`src/rtl/busHoldPkg.sv`:
```
`timescale 1ns/1ps
package busHoldPkg;
  typedef struct packed {
    logic clrCnt;
    logic incCnt;
  } holdStrobe_t;

  typedef enum logic {
    ST_WAIT  = 1'b0,
    ST_FIRED = 1'b1
  } holdState_t;
endpackage

```
`src/rtl/busHoldDatapath.sv`:
```
`timescale 1ns/1ps
module busHoldDatapath
  import busHoldPkg::*;
#(
  parameter int TICKS_NEEDED = 2,
  parameter int SYNC_STAGES  = 2
) (
  input  logic        clk,
  input  logic        rstN,
  input  logic        modeSel,
  input  logic        dPlusIn,
  input  logic        dMinusIn,
  input  logic        sDataIn,
  input  logic        tickIn,
  input  holdStrobe_t strb,
  output logic        condNow,
  output logic        tickRise,
  output logic        modeChg,
  output logic        lastTick
);
  localparam int CNT_W = (TICKS_NEEDED < 2) ? 1 : $clog2(TICKS_NEEDED);
  localparam int LINES = 3;

  logic [SYNC_STAGES-1:0][LINES-1:0] syncPipe;
  logic [LINES-1:0] lineVec;
  logic [LINES-1:0] lineSync;
  logic             tickQ;
  logic             modeQ;
  logic [CNT_W-1:0] tickCnt;

  assign lineVec = {sDataIn, dMinusIn, dPlusIn};

  // synchronizer chain, idle lines reset high
  always_ff @(posedge clk or negedge rstN) begin
    if (!rstN) begin
      syncPipe <= '1;
    end else begin
      syncPipe[0] <= lineVec;
      for (int s = 1; s < SYNC_STAGES; s++) begin
        syncPipe[s] <= syncPipe[s-1];
      end
    end
  end

  assign lineSync = syncPipe[SYNC_STAGES-1];

  always_comb begin
    if (modeSel) condNow = ~lineSync[2];
    else         condNow = ~lineSync[0] & ~lineSync[1];
  end

  always_ff @(posedge clk or negedge rstN) begin
    if (!rstN) begin
      tickQ <= 1'b0;
      modeQ <= 1'b0;
    end else begin
      tickQ <= tickIn;
      modeQ <= modeSel;
    end
  end

  assign tickRise = tickIn & ~tickQ;
  assign modeChg  = modeSel ^ modeQ;

  always_ff @(posedge clk or negedge rstN) begin
    if (!rstN) begin
      tickCnt <= '0;
    end else if (strb.clrCnt) begin
      tickCnt <= '0;
    end else if (strb.incCnt) begin
      tickCnt <= tickCnt + 1'b1;
    end
  end

  assign lastTick = (tickCnt == CNT_W'(TICKS_NEEDED - 1));
endmodule

```
`src/rtl/busHoldControl.sv`:
```
`timescale 1ns/1ps
module busHoldControl
  import busHoldPkg::*;
(
  input  logic        clk,
  input  logic        rstN,
  input  logic        condNow,
  input  logic        tickRise,
  input  logic        modeChg,
  input  logic        lastTick,
  output holdStrobe_t strb,
  output logic        irqPulse,
  output logic        holdStatus
);
  holdState_t state, nextState;
  logic       fireNow;

  always_comb begin
    strb      = '0;
    fireNow   = 1'b0;
    nextState = state;
    if (!condNow || modeChg) begin
      strb.clrCnt = 1'b1;
      nextState   = ST_WAIT;
    end else if (state == ST_WAIT && tickRise) begin
      if (lastTick) begin
        fireNow     = 1'b1;
        strb.clrCnt = 1'b1;
        nextState   = ST_FIRED;
      end else begin
        strb.incCnt = 1'b1;
      end
    end
  end

  always_ff @(posedge clk or negedge rstN) begin
    if (!rstN) begin
      state    <= ST_WAIT;
      irqPulse <= 1'b0;
    end else begin
      state    <= nextState;
      irqPulse <= fireNow;
    end
  end

  assign holdStatus = (state == ST_FIRED);
endmodule

```
`src/rtl/busHoldDetector.sv`:
```
`timescale 1ns/1ps
module busHoldDetector
  import busHoldPkg::*;
#(
  parameter int TICKS_NEEDED = 2,
  parameter int SYNC_STAGES  = 2
) (
  input  logic clk,
  input  logic rstN,
  input  logic modeSel,
  input  logic dPlusIn,
  input  logic dMinusIn,
  input  logic sDataIn,
  input  logic tickIn,
  output logic irqPulse,
  output logic holdStatus
);
  holdStrobe_t strb;
  logic condNow, tickRise, modeChg, lastTick;

  busHoldDatapath #(
    .TICKS_NEEDED(TICKS_NEEDED),
    .SYNC_STAGES (SYNC_STAGES)
  ) u_path (
    .clk     (clk),
    .rstN    (rstN),
    .modeSel (modeSel),
    .dPlusIn (dPlusIn),
    .dMinusIn(dMinusIn),
    .sDataIn (sDataIn),
    .tickIn  (tickIn),
    .strb    (strb),
    .condNow (condNow),
    .tickRise(tickRise),
    .modeChg (modeChg),
    .lastTick(lastTick)
  );

  busHoldControl u_ctrl (
    .clk       (clk),
    .rstN      (rstN),
    .condNow   (condNow),
    .tickRise  (tickRise),
    .modeChg   (modeChg),
    .lastTick  (lastTick),
    .strb      (strb),
    .irqPulse  (irqPulse),
    .holdStatus(holdStatus)
  );
endmodule

```
`config.mk`:
```
export PLATFORM = sky130hd
export DESIGN_NAME = busHoldDetector
export DESIGN_NICKNAME = d
export VERILOG_FILES = /design/src/rtl/busHoldPkg.sv /design/src/rtl/busHoldDatapath.sv /design/src/rtl/busHoldControl.sv /design/src/rtl/busHoldDetector.sv
export SDC_FILE = /design/constraint.sdc
export NUM_CORES = 1
export LEC_CHECK = 0
export CORE_AREA = 2 2 39 41
export CTS_CLUSTER_DIAMETER = 200
export DETAILED_ROUTE_END_ITERATION = 8
export DIE_AREA = 0 0 41 43
export PLACE_DENSITY = 0.46
export RECOVER_POWER = 100
export SLEW_MARGIN = 20
export SYNTH_ARGS = -nofsm -noshare
export SYNTH_HDL_FRONTEND = slang
export SYNTH_SLANG_ARGS = --single-unit
```
`constraint.sdc`:
```
create_clock -name clk -period 1.24 [get_ports clk]
set_clock_uncertainty 0.15 [all_clocks]
set_input_delay 0.124 -clock clk [delete_from_list [all_inputs] [get_ports clk]]
set_output_delay 0.124 -clock clk [all_outputs]
set_load 0.005 [all_outputs]
```
After elaboration in Yosys (flattened, before gate mapping)
Cells that the tools add are included.
{"block": "totals", "regBits": 11, "latch_bits": 0, "ram_bits": 0, "mem_bits_ro": 0, "elab_cells": 36, "mem_count": 0}
{"block": "op_classes", "n_addsub": 1, "n_mul": 0, "div_mod_pow": 0, "magnitude_cmp": 0, "n_eq_ne": 0, "shift": 0, "muxes": 13, "bitwise_logic": 8, "reduce_logical": 7}
{"cell": "two-way mux 1 bit", "n": 12}
{"cell": "nonzero test 2 bit", "n": 3}
{"cell": "NOT 1 bit", "n": 5}
{"cell": "bitwise AND 1 bit", "n": 2}
{"cell": "two-way mux 2 bit", "n": 1}
{"cell": "AND reduction 2 bit", "n": 1}
{"cell": "adder 1 bit, second input constant", "n": 1}
{"cell": "logical AND 1 bit", "n": 1}
{"cell": "logical NOT 1 bit", "n": 1}
{"cell": "logical OR 1 bit", "n": 1}
{"cell": "XOR 1 bit", "n": 1}

Logic depth before layout (Yosys ltp)
Gate-level depths: netlist of the first run.
{"block": "logic_depth", "ltp_word": 8, "ltp_mapped": 3, "depth_no_buf": 3}

Cells and area by module
Synthesis of the first run repeated with hierarchy kept, for this count alone.
{"block": "hier_totals", "cells_unflattened": 26, "area_unflattened_um2": 379.1}
{"mod": "busHoldDatapath", "instances": 1, "cells_per_inst": 15, "area_each_um2": 274.0, "seq_area_each_um2": 232.7}
{"mod": "busHoldControl", "instances": 1, "cells_per_inst": 11, "area_each_um2": 105.1, "seq_area_each_um2": 50.0}

Worst setup path after synthesis of the first run
Ideal clock, no wire load.
{"block": "synth_path", "path_type": "flip-flop to flip-flop", "from": "register u_path.syncPipe (netlist bit u_path.lineSync[2])", "to": "register u_path.tickCnt (netlist: u_path.lastTick)", "setup_ns": 0.130, "arrival_time_ns": 0.839, "required_ns": 0.960, "setup_slack_ns": 0.121, "stages_incl_launch_ff": 4, "synth_period_minus_slack_ns": 1.119, "cell_sequence": "dfstp_2 inv_1 a31oi_1 nor2_1"}
{"block": "synth_via", "elab_chain_cells": 6, "word_cells_on_any_way": 8, "classes_between": "mux: 4; bitwise: 1; reduce/logical: 3"}
{"item": "from (decl)", "line_no": "busHoldDatapath.sv:24", "text": "logic [SYNC_STAGES-1:0][LINES-1:0] syncPipe;"}
{"item": "from (signal, indexed assignment)", "line_no": "busHoldDatapath.sv:40", "text": "syncPipe[s] <= syncPipe[s-1];"}
{"item": "NOT 1 bit *", "line_no": "busHoldDatapath.sv:48", "text": "if (modeSel) condNow = ~lineSync[2];"}
{"item": "two-way mux 1 bit *", "line_no": "busHoldDatapath.sv:48"}
{"item": "logical NOT 1 bit *", "line_no": "busHoldControl.sv:22", "text": "if (!condNow || modeChg) begin"}
{"item": "logical OR 1 bit *", "line_no": "busHoldControl.sv:22"}
{"item": "two-way mux 1 bit", "line_no": "busHoldControl.sv:22"}
{"item": "two-way mux 1 bit / nonzero test 2 bit (equally long branches)"}
{"item": "to (signal assigned)", "line_no": "busHoldDatapath.sv:71", "text": "tickCnt <= tickCnt + 1'b1;"}
{"item": "to (decl)", "line_no": "busHoldDatapath.sv:29", "text": "logic [CNT_W-1:0] tickCnt;"}
Every way passes the cells marked *; elsewhere a longest branch is shown, timed or not.
A chain may end at the register's enable or synchronous reset.

Worst setup path after layout of the first run
{"block": "layout_path", "from": "input modeSel", "to": "register u_ctrl.irqPulse"}
{"block": "layout_via", "elab_chain_cells": 4, "word_cells_on_any_way": 5, "classes_between": "mux: 2; bitwise: 1; reduce/logical: 2"}
{"item": "from (decl)", "line_no": "busHoldDetector.sv:10", "text": "input logic modeSel,"}
{"item": "two-way mux 1 bit", "line_no": "busHoldDatapath.sv:48"}
{"item": "logical NOT 1 bit", "line_no": "busHoldControl.sv:22"}
{"item": "logical OR 1 bit *", "line_no": "busHoldControl.sv:22"}
{"item": "two-way mux 1 bit *", "line_no": "busHoldControl.sv:22"}
{"item": "net u_ctrl.fireNow", "line_no": "busHoldControl.sv:16", "text": "logic fireNow;"}
{"item": "to (signal assigned)", "line_no": "busHoldControl.sv:42", "text": "irqPulse <= fireNow;"}
{"item": "to (decl)", "line_no": "busHoldControl.sv:12", "text": "output logic irqPulse,"}
Mark *: on every way through the listed nets, which the timed path passes. The rest lies on a longest branch.

==> results of run 1 <==
==> worst min path at each step <==
stage | slack, ps | endpoint
global placement | 200 | u_path.lineSync[1]
finish | 210 | u_path.lineSync[0]
floorplan | -320 | u_ctrl.holdStatus
detailed placement | 200 | u_path.lineSync[1]
CTS | 100 | u_path.syncPipe[0]
global route | 210 | u_path.lineSync[1]
==> registers in the layout (all words and copies together) (netlist names) <==
signal and cells:
u_path.lineSync 3, u_ctrl.irqPulse 1, u_path.modeQ 1, u_path.lastTick 1, u_path.syncPipe 3, u_path.tickQ 1
u_ctrl.holdStatus 1
==> worst register-to-register path, stage by stage (launching register included) <==
cell     delay [ps]
dfrtp_1         370
buf_4           150
nor3b_4         190
xnor2_1         140
nor2_1           50
==> routing by layer <==
layer / track usage (%) / up-vias / share of wire (%)
met4: 8.00 / 0 / 0
met3: 4.71 / 0 / 8.9
met2: 10.9 / 9 / 48
met1: 9.06 / 100 / 43
li1: - / 101 / -
met5: 0 / - / 0
==> logic make-up (layout without fill, tap and decap cells) <==
family                    after synthesis  after routing  share of synthesized area, %
DFF                                    11             11                          80.7
and+or+nand+nor                         5              5                          11.4
xor gates and xnor gates                1              1                          2.50
AOI/OAI and AO/OA                       2              2                          3.21
buffers and inverters                   2             18                          2.14
==> stage by stage <==
step           hold slack, ps  instance area [sq um]
2_1_floorplan            -322                    350
3_3_place_gp              196                    465
3_5_place_dp              197                    465
4_1_cts                   103                    507
5_1_grt                   211                    523
6_report                  205                    523
==> timing repair <==
| item | in CTS | in global routing |
|---|---|---|
| resized for setup | 2 | 3 |
| setup endpoints to repair | 2 | 2 |
| buffers inserted | 1 | 0 |
| endpoints found under the hold margin | 5 | 0 |
| pin swaps | 0 | 1 |
| hold buffers | 1 | 0 |
==> power breakdown <==
| group | switching [uW] | internal [uW] | leakage (uW) |
|---|---|---|---|
| Combinational | 16.6 | 26.7 | 0.0000781 |
| Clock | 107 | 124 | 0.0000150 |
| Sequential | 6.80 | 381 | 0.000128 |
==> final cells by class <==
class / count / area [sq um]
fill: 138 / 861
timing repair buffer: 12 / 108
sequential: 11 / 283
multi-input combinational: 8 / 78.8
clock buffer: 4 / 26.3
inverter: 2 / 7.51
tap: 16 / 20.0
==> layout by cell type (no fill, tap or decap), types with 2 or more instances in the layout <==
master,count
dfstp_2,6
buf_4,2
dlygate4sd3_1,6
dfrtp_1,5
inv_1,2
clkbuf_4,3
dlygate4sd2_1,2
==> impl_metrics.toml, run 1 <==
[clock_tree]
clockRootBuffer = "clkbuf_4"
cts_num_sinks = 11
clk_pin_slew_worst_paths_ps = 60
cts.path.max_buffers = 2
cts.htree.levels = 1
cts_tree = "built"
cts_made_buffers = 3
insertion_delay_ps = 260

[sta]
hold_viol = 0
setup_viol = 0
finalCritPeriodShare_pct = 95.4
setup_ws_ps = 57.3
slew_headroom_pct = 83.2
timing.fmax_ghz = 0.846
period_minus_slack_ps = 1180
drv_slew = 0
worst_pin_slew_ps = 252
timing.setup.tns_ps = 0
rsz0062_at_grt = "no"

[run]
maxCapViolations = 0

[synth]
yosysTopAreaCellShare_pct = 45.0
yosys-top-cells-area = "dfstp_2 45%, dfrtp_1 36%, nor3b_2 3.6%"
synth_warnings = 0
synth_top_area_cell = "dfstp_2"
async_flop_share_pct = 100
yosysSeqAreaShare_pct = 80.7
syn_nets = 28
ys_ff_latch = 11
synth.cell_area_sq_um = 350
yosysMostFrequentCell = "dfstp_2"
synth_edf_count = 0
avgSynthCellArea_sq_um = 16.7
synth_flop_cell = "dfstp_2"
synth_cell_types = 11
syn_inst = 21
synth_commonest_cells = "6 x dfstp_2, 5 x dfrtp_1, 2 x inv_1"

[drt]
drc_errors = 0
wire_per_inst_um = 8.91
dr_total_vias = 210
drt_iter0_markers = 0
wl_um = 472
vias_per_cell = 3.96
final_antenna_net_count = 0
drtPass1Iterations = 1

[final_layout]
nets = 45
drive_above_1_share_pct = 43.2
final_util_pct = 37.8
instances_no_fill = 53
diodes = 0
area_growth_pct = 49.3

[worst_hold_path]
worstHoldPathType = "register to register"
min_from = "u_path.syncPipe[0]"
whs_path_depth = 0

[grt]
grt_use_total_pct = 8.44
grt_pass1_vias = 249
grt_first_pass_wirelength_um = 917
grt_max_degree = 12
grt_remaining_overflow = 0
antenna_found_initial = 0

[worst_setup_path]
path_max_fanout = 3
endpoint = "u_ctrl.irqPulse"
reg2reg_slack_ps = 70
path_class = "primary input to register"
path_cells = "dlygate4sd3_1, nor4_2, a31oi_2, nor3_2"
slowest_stage = "dlygate4sd3_1"
startpoint = "modeSel"
slowest_delay_ps = 590
reg2reg_depth = 4
cp.buffers_inverters = 1
worstSetupStartpointType = "primary input"
arrival_ps = 1220
critical_path.top_delay_family = "buffers and inverters"
required_ps = 1270
cp_num_cells = 4
reg2reg_from = "u_ctrl.holdStatus"
cp-end-kind = "register"
r2r_end = "u_path.lastTick"

[placement]
dp_cells = 47
gp_congestion = 0.602
portBuffers = 8
place_ws_ps = -105

[floorplanning]
core_sq_um = 1380
num_io_pins = 9
die_h_um = 43
start_util_pct = 25.3
die_w_um = 41
die_area_sq_um = 1760
rows = 14

[run_status]
status = "finished, final reports clean"

[power]
powerDensity_nw_per_um2 = 1270
p_leak_uw = 0.000221
worst_ir_drop_vdd_mv = 0.452
power_uw = 662
No activity file was read; power rests on OpenSTA's default activity.
==> run 2, diff against run 1 <==
--- a/config.mk
+++ b/config.mk
@@ -9,6 +9,7 @@
 export CTS_CLUSTER_DIAMETER = 200
 export DETAILED_ROUTE_END_ITERATION = 8
 export DIE_AREA = 0 0 41 43
+export HOLD_SLACK_MARGIN = 0.15
 export PLACE_DENSITY = 0.46
 export RECOVER_POWER = 100
 export SLEW_MARGIN = 20
==> run 2 against run 1 <==
  * Sequential share of layout area shrank 2.9 points
  * Combinational power grew 16%
  * Hold slack is essentially flat
  * Largest cell class unchanged
  * Design area grew 5.7%
  * Utilization grew 2.2 points
  * Clock power is essentially flat
  * Critical path depth is the same
  * Sequential power is essentially flat
  * Via count grew 5.7%
==> impl_metrics.toml, run 2 (same netlist as run 1, synthesis figures left out) <==
[worst_hold_path]
worstHoldPathType = "register to register"

[power]
worst_ir_drop_vdd_mv = 0.463
powerDensity_nw_per_um2 = 1210
p_leak_uw = 0.000234
p_sw_share_pct = 19.6
clockPowerShare_pct = 34.5
power_frac_seq_pct = 58.0
comb_power_share_pct = 7.5
p_switching_uw = 131
intPower_uw = 538

[grt]
grt_use_total_pct = 8.44
grt_remaining_overflow = 0
grt_first_pass_wirelength_um = 917
grt_pass1_vias = 249
grt_util_met1_pct = 9.06
grt.busiest_layer = "met2"
antenna_found_initial = 0
use_met2_pct = 10.9
grt_max_degree = 12
grtUsageMet3_pct = 4.71

[clock_tree]
cts_tree = "built"
insertion_delay_ps = 260
clk_pin_slew_worst_paths_ps = 60
clockRootBuffer = "clkbuf_4"
cts.htree.levels = 1
cts_made_buffers = 3
cts_num_sinks = 11
cts.path.max_buffers = 2

[final_layout]
area_growth_pct = 57.9
final_cell_mix = "9 x dlygate4sd3_1, 6 x dfstp_2, 5 x dfrtp_1, 3 x clkbuf_4"
diodes = 0
design_area_sq_um = 553
num-fill-cells = 135
multi_input_area_sq_um = 78.8
layout_commonest_cell = "dlygate4sd3_1"
nets = 48
register_area_sq_um = 283
drive_above_1_share_pct = 40.0
final_util_pct = 40.0

[drt]
dr_total_vias = 222
vias_per_cell = 3.96
wl_um = 489
drt_iter0_markers = 0
final_antenna_net_count = 0
drtPass1Iterations = 1
wire_per_inst_um = 8.73
drc_errors = 0

[worst_setup_path]
required_ps = 1270
path_class = "primary input to register"
worstSetupStartpointType = "primary input"
path_max_fanout = 3
r2r_end = "u_path.lastTick"
reg2reg_slack_ps = 70
cp-end-kind = "register"
endpoint = "u_ctrl.irqPulse"
reg2reg_depth = 4
arrival_ps = 1220
reg2reg_from = "u_ctrl.holdStatus"
startpoint = "modeSel"

[sta]
timing.fmax_ghz = 0.846
hold_viol = 0
finalHoldWorstSlack_ps = 205
rsz0062_at_grt = "no"
setup_viol = 0
slew_headroom_pct = 83.2
finalCritPeriodShare_pct = 95.4
drv_slew = 0
worst_pin_slew_ps = 252
period_minus_slack_ps = 1180

[floorplanning]
num_io_pins = 9
rows = 14
die_h_um = 43
start_util_pct = 25.3
core_sq_um = 1380
die_area_sq_um = 1760
die_w_um = 41

[placement]
place_area_sq_um = 465
gp_congestion = 0.602
portBuffers = 8

[run_status]
status = "finished, final reports clean"

[run]
maxCapViolations = 0
run 2: changes by cell type in the layout (fill, tap and decap cells not counted):
cell and delta:
dlygate4sd3_1 +3
run 2: power groups by stage:
stage	combinational [uW]	sequential, uW	clock [uW]
2_1_floorplan	8.95	391	0
3_3_place_gp	41.3	392	0
3_5_place_dp	42.1	392	0
4_1_cts	52.3	386	245
5_1_grt	56.0	390	276
6_report	50.4	388	231
run 2: layout make-up:
class	instances	area share (%)
flip-flops and latches	11	51.1
repair buffers	15	24.9
multi-input cells	8	14.3
clock buffers	4	4.75
well taps	16	3.62
inverters	2	1.36
run 2: worst min-delay path by stage:
| stage | start | end | slack (ps) | cells past startpoint |
|---|---|---|---|---|
| 2_1_floorplan | rstN | u_ctrl.holdStatus | -320 | 0 |
| 3_3_place_gp | u_path.syncPipe[1] | u_path.lineSync[1] | 200 | 0 |
| 3_5_place_dp | u_path.syncPipe[1] | u_path.lineSync[1] | 200 | 0 |
| 4_1_cts | u_path.syncPipe[1] | u_path.lineSync[1] | 210 | 0 |
| 5_1_grt | u_path.syncPipe[1] | u_path.lineSync[1] | 210 | 0 |
| 6_report | u_path.syncPipe[1] | u_path.lineSync[1] | 210 | 0 |
run 2: per-layer routing:
metal	wire length [um]	up-vias
li1	-	107
met1	216	106
met2	230	9
met3	42	0
met4	0	0
met5	0	-
run 2: worst max-delay path, cell delays in order:
cell and delay, ps:
dlygate4sd3_1 590, nor4_2 250, a31oi_2 80, nor3_2 160
run 2: through the flow:
| stage | setup TNS [ps] | power, uW | std cells | worst slack (ps) |
|---|---|---|---|---|
| after global placement | -246 | 433 | 47 | -89.1 |
| after floorplan | 0 | 400 | 21 | 121 |
| after CTS | 0 | 683 | 56 | 38.4 |
| after detailed placement | -301 | 434 | 47 | -105 |
| final | 0 | 669 | 56 | 57.6 |
| after global routing | 0 | 722 | 56 | 0.270 |
run 2: repair_timing:
item,CTS,global route
gates resized for setup,2,3
endpoints found under the hold margin,8,0
hold buffers,4,0
gates cloned,0,0
pin swaps,0,1
endpoints found under the setup margin,2,2
buffers inserted,1,0
